## config.mk

```make
export PLATFORM = sky130hd
export DESIGN_NAME = fp_enable_gate
export DESIGN_NICKNAME = d
export VERILOG_FILES = /design/src/rtl/fpgate_pkg.sv /design/src/rtl/fpgate_scheme_sel.sv /design/src/rtl/fpgate_senable_level.sv /design/src/rtl/fpgate_senable_gate.sv /design/src/rtl/fpgate_classic_gate.sv /design/src/rtl/fp_enable_gate.sv
export SDC_FILE = /design/constraint.sdc
export NUM_CORES = 1
export LEC_CHECK = 0
export ABC_AREA = 0
export BUFFER_PORTS_ARGS = -buffer_cell sky130_fd_sc_hd__buf_2
export CAP_MARGIN = 20
export CORE_ASPECT_RATIO = 0.7
export CORE_UTILIZATION = 36
export DETAILED_ROUTE_END_ITERATION = 6
export PLACE_DENSITY_LB_ADDON = 0.3
export REMOVE_ABC_BUFFERS = 1
export SYNTH_ARGS = -nofsm -noshare
export SYNTH_HDL_FRONTEND = slang
export SYNTH_SLANG_ARGS = --single-unit
```

## constraint.sdc

```tcl
create_clock -name vclk -period 1.8
set_clock_uncertainty 0.15 [all_clocks]
set_input_delay 0.18 -clock vclk [all_inputs]
set_output_delay 0.18 -clock vclk [all_outputs]
set_load 0.02 [all_outputs]
```

## src/rtl/fpgate_pkg.sv

```systemverilog
package fpgate_pkg;

   localparam logic [1:0] PRV_USER = 2'b00;
   localparam logic [1:0] PRV_SUP  = 2'b01;
   localparam logic [1:0] PRV_MACH = 2'b11;

   localparam int unsigned EXC_ILLEGAL_INSN = 2;

   typedef enum logic [1:0] {
      SCHEME_XREG = 2'd0,
      SCHEME_FREG = 2'd1,
      SCHEME_NONE = 2'd2
   } fp_scheme_e;

   typedef enum int {
      LVL_MACH = 0,
      LVL_SUP  = 1,
      LVL_HYP  = 2
   } senable_lvl_e;

   localparam int NUM_SENABLE_LVL = 3;

   typedef struct packed {
      logic mach_impl;
      logic sup_impl;
      logic hyp_impl;
      logic isa_h;
      logic virt;
      logic in_mach;
   } senable_ctx_t;

endpackage

```

## src/rtl/fpgate_scheme_sel.sv

```systemverilog
module fpgate_scheme_sel
   import fpgate_pkg::*;
(
   input  logic       has_xreg_fp,
   input  logic       has_freg_fp,
   output fp_scheme_e scheme
);
   always_comb begin
      if (has_xreg_fp)      scheme = SCHEME_XREG;
      else if (has_freg_fp) scheme = SCHEME_FREG;
      else                  scheme = SCHEME_NONE;
   end
endmodule

```

## src/rtl/fpgate_senable_level.sv

```systemverilog
module fpgate_senable_level
   import fpgate_pkg::*;
#(
   parameter senable_lvl_e LEVEL = LVL_MACH
)(
   input  senable_ctx_t ctx,
   input  logic         fcsr_bit,
   output logic         deny
);
   generate
      if (LEVEL == LVL_MACH) begin : g_mach
         assign deny = ctx.mach_impl & ~fcsr_bit;
      end else if (LEVEL == LVL_SUP) begin : g_sup
         assign deny = ctx.sup_impl & ~ctx.in_mach & ~fcsr_bit;
      end else begin : g_hyp
         assign deny = ctx.sup_impl & ctx.hyp_impl & ctx.isa_h & ctx.virt & ~fcsr_bit;
      end
   endgenerate
endmodule

```

## src/rtl/fpgate_senable_gate.sv

```systemverilog
module fpgate_senable_gate
   import fpgate_pkg::*;
(
   input  logic [1:0] priv_mode,
   input  logic       virt_mode,
   input  logic       has_mach_senable,
   input  logic       has_sup_senable,
   input  logic       has_hyp,
   input  logic       isa_h_bit,
   input  logic       mach_fcsr_en,
   input  logic       sup_fcsr_en,
   input  logic       hyp_fcsr_en,
   output logic       deny
);
   senable_ctx_t                     ctx;
   logic [NUM_SENABLE_LVL-1:0]       lvl_bit;
   logic [NUM_SENABLE_LVL-1:0]       lvl_deny;

   assign ctx.mach_impl = has_mach_senable;
   assign ctx.sup_impl  = has_sup_senable;
   assign ctx.hyp_impl  = has_hyp;
   assign ctx.isa_h     = isa_h_bit;
   assign ctx.virt      = virt_mode;
   assign ctx.in_mach   = (priv_mode == PRV_MACH);

   assign lvl_bit[LVL_MACH] = mach_fcsr_en;
   assign lvl_bit[LVL_SUP]  = sup_fcsr_en;
   assign lvl_bit[LVL_HYP]  = hyp_fcsr_en;

   genvar g;
   generate
      for (g = 0; g < NUM_SENABLE_LVL; g++) begin : g_lvl
         fpgate_senable_level #(.LEVEL(senable_lvl_e'(g))) u_lvl (
            .ctx      (ctx),
            .fcsr_bit (lvl_bit[g]),
            .deny     (lvl_deny[g])
         );
      end
   endgenerate

   assign deny = |lvl_deny;
endmodule

```

## src/rtl/fpgate_classic_gate.sv

```systemverilog
module fpgate_classic_gate #(
   parameter int FS_W = 2
)(
   input  logic            f_bit_mutable,
   input  logic            isa_f_bit,
   input  logic [FS_W-1:0] status_fs,
   output logic            deny
);
   localparam logic [FS_W-1:0] FS_OFF = '0;

   logic f_disabled;
   logic fs_off;

   assign f_disabled = f_bit_mutable & ~isa_f_bit;
   assign fs_off     = (status_fs == FS_OFF);
   assign deny       = f_disabled | fs_off;
endmodule

```

## src/rtl/fp_enable_gate.sv

```systemverilog
module fp_enable_gate
   import fpgate_pkg::*;
#(
   parameter int INSN_W  = 32,
   parameter int CAUSE_W = 6,
   parameter int FS_W    = 2
)(
   input  logic               fp_valid,
   input  logic [INSN_W-1:0]  insn,
   input  logic [1:0]         priv_mode,
   input  logic               virt_mode,
   input  logic               has_xreg_fp,
   input  logic               has_freg_fp,
   input  logic               has_mach_senable,
   input  logic               has_sup_senable,
   input  logic               has_hyp,
   input  logic               f_bit_mutable,
   input  logic               mach_fcsr_en,
   input  logic               sup_fcsr_en,
   input  logic               hyp_fcsr_en,
   input  logic               isa_f_bit,
   input  logic               isa_h_bit,
   input  logic [FS_W-1:0]    status_fs,
   output logic               trap_illegal,
   output logic [CAUSE_W-1:0] trap_cause,
   output logic [INSN_W-1:0]  trap_tval,
   output logic               cfg_error
);
   localparam logic [CAUSE_W-1:0] CAUSE_ILLEGAL = CAUSE_W'(EXC_ILLEGAL_INSN);

   generate
      if (INSN_W < 16) begin : g_bad_insn_w
         $error("fp_enable_gate: INSN_W must be at least 16");
      end
      if (CAUSE_W < 2) begin : g_bad_cause_w
         $error("fp_enable_gate: CAUSE_W too small for illegal-instruction code");
      end
      if (FS_W < 1) begin : g_bad_fs_w
         $error("fp_enable_gate: FS_W must be positive");
      end
   endgenerate

   fp_scheme_e scheme;
   logic       senable_deny;
   logic       classic_deny;
   logic       deny;

   fpgate_scheme_sel u_sel (
      .has_xreg_fp (has_xreg_fp),
      .has_freg_fp (has_freg_fp),
      .scheme      (scheme)
   );

   fpgate_senable_gate u_senable (
      .priv_mode        (priv_mode),
      .virt_mode        (virt_mode),
      .has_mach_senable (has_mach_senable),
      .has_sup_senable  (has_sup_senable),
      .has_hyp          (has_hyp),
      .isa_h_bit        (isa_h_bit),
      .mach_fcsr_en     (mach_fcsr_en),
      .sup_fcsr_en      (sup_fcsr_en),
      .hyp_fcsr_en      (hyp_fcsr_en),
      .deny             (senable_deny)
   );

   fpgate_classic_gate #(.FS_W(FS_W)) u_classic (
      .f_bit_mutable (f_bit_mutable),
      .isa_f_bit     (isa_f_bit),
      .status_fs     (status_fs),
      .deny          (classic_deny)
   );

   always_comb begin
      unique case (scheme)
         SCHEME_XREG: deny = senable_deny;
         SCHEME_FREG: deny = classic_deny;
         default:     deny = 1'b1;
      endcase
   end

   assign cfg_error    = (scheme == SCHEME_NONE);
   assign trap_illegal = fp_valid & deny;
   assign trap_cause   = trap_illegal ? CAUSE_ILLEGAL : '0;
   assign trap_tval    = trap_illegal ? insn : '0;
endmodule

```

==> flow_summary.yaml <==
power:
  p_sw_mw: 0.181
  vdd_ir_drop_max_v: 0.000109
  clockPowerShare_pct: 0
  comb_power_share_pct: 100.0
  p_per_area_nw_per_um2: 264
  power.total_mw: 0.304
  sw_frac_of_total_pct: 59.5
  p_leak_nw: 0.681
  p_int_mw: 0.123
  seqPwrFrac_pct: 0
global_routing:
  grt_max_degree: 34
  grt_usage_pct: 16.6
  antenna_found_initial: 0
  grt-ovfl-total: 0
  grt_pass1_vias: 804
  grt_pass1_wl_um: 3370
place:
  port_buffers: 84
  gp_congestion: 0.700
  hpwl_um: 1520
  dp.cells: 199
timing:
  period_share_pct: 89.7
  fin_crit_ps: 1610
  hold_viol_final: 0
  fmax_mhz: 620
  hold_slack_ps: 482
  slew_viol_final: 0
  grt_setup_unrepaired: "false"
  setup_viol: 0
  finalSetupTns_ps: 0
logic_synthesis:
  seq_area_frac_synth_pct: 0
  syn_inst: 94
  avgSynthCellArea_sq_um: 8.55
  ys.warnings.count: 0
  syn_area_sq_um: 803
  synth_cell_types: 15
  yosys.area.top_type: "a211oi_2"
  synth_top_area_share_pct: 45.2
  synth_area_leaders: "a211oi_2, inv_1, buf_6"
finish:
  fin_cells: 199
  nFillCells: 192
  finish.utilization_pct: 58.6
  drive_gt1_share_pct: 71.0
  nClkBuffers: 0
  n_antenna_cell: 0
  sequential_cell_total: 0
  register_area_sq_um: 0
  synthToLayoutAreaGrowth_pct: 43.5
  nets: 220
route:
  firstDrtPassIters: 3
  ant_nets: 0
  wirelength_um: 1890
  vias: 868
  viasPerCell: 4.36
  drc_errors: 0
  drt-initial-drc-count: 8
  routedWlPerCell_um: 9.51
clocking:
  cts_post_setup_buffers_inserted: 0
  cts_resized: 0
  hold_buffers: 0
run:
  max_cap_violations: 0
outcome:
  status: "completed"
min_path:
  min_from: "has_freg_fp"
  hp-class: "in2out"
  whs_path_depth: 3
  holdPathEnd: "cfg_error"
floorplanning:
  start_util_pct: 40.8
  core_area_sq_um: 1970
  fp.dieW_um: 58.5
  rows: 13
  die-height_um: 41.5
  dieArea_sq_um: 2430
  io_pins: 89
setup_path:
  critPathArrivalTime_ps: 1280
  cp_slowest_cell: "or2_2"
  start_kind: "input port"
  criticalPathCategory: "in2out"
  path_max_fanout: 33
  required_ps: 1470
  cp_top_family: "buffers and inverters"
  max_stage_delay_ps: 310
  cp_num_cells: 6
  crit_path_end_kind: "output pin"
  crit_buf_inv: 3
  crit_chain: "buf_2, nand4_1, or2_2, buf_12, a211oi_1, buf_2"
  critPathMostFrequentCell: "buf_2"
[tightest hold or removal path, stage by stage]
cell and delay, ps:
buf_2 90, nor2_1 30, buf_2 150
[through the flow]
step,setup WS [ps],area (sq um)
2_1_floorplan,-695,634
3_3_place_gp,217,1150
3_5_place_dp,161,1150
4_1_cts,161,1150
5_1_grt,120,1150
6_report,186,1150
[metal layers]
layer	vias to the layer above	global-route usage [%]	part of all wire [%]
met3	4	0.312	8.2
li1	452	-	-
met5	-	0	0
met4	0	3.81	1.5
met1	353	19.1	40
met2	59	33.3	50
[Yosys cell counts]
cell / number
o41ai_4: 1
inv_1: 35
a211oi_1: 3
nand2_1: 1
nor2b_1: 2
a21oi_2: 1
nor2_1: 2
a211oi_2: 29
nand4_1: 1
or2_1: 1
a311oi_4: 1
conb_1: 1
buf_6: 7
buf_12: 3
buf_4: 6
[final cells by class]
type                            count  area, sq um  area share (%)
Multi-Input combinational cell     47          503            43.6
Timing Repair Buffer               87          480            41.7
Inverter                           35          131            11.4
Tap cell                           30         37.5            3.26
[placed cells by master, fill, tap and decap left out]
master	synthesis	layout
or2_2	0	1
buf_12	3	3
inv_1	35	35
a21oi_2	1	1
buf_2	0	84
o41ai_4	1	1
nor2_1	2	2
nor2b_1	2	2
a311oi_4	1	1
nand4_1	1	1
nand2_1	1	1
a211oi_1	3	3
a211oi_2	29	29
conb_1	1	5
[kinds of logic after synthesis]
logic type,Yosys count,synth area share (%)
compound gates,35,55.8
simple gates,7,4.52
other cells,1,0.467
buf+inv,51,39.3
[power by group through the flow]
stage	Combinational (mW)	Clock (mW)	Sequential, mW
CTS	0.307	0	0
floorplan	0.183	0	0
global route	0.331	0	0
detailed placement	0.306	0	0
global placement	0.299	0	0
finish	0.304	0	0
[how the worst max path moves through the flow]
stage	startpoint	end
2_1_floorplan	has_freg_fp	trap_tval[0]
3_3_place_gp	has_mach_senable	trap_tval[10]
3_5_place_dp	has_sup_senable	trap_tval[0]
4_1_cts	has_sup_senable	trap_tval[0]
5_1_grt	has_sup_senable	trap_tval[13]
6_report	has_sup_senable	trap_tval[0]
No activity file was read; power rests on OpenSTA's default activity.
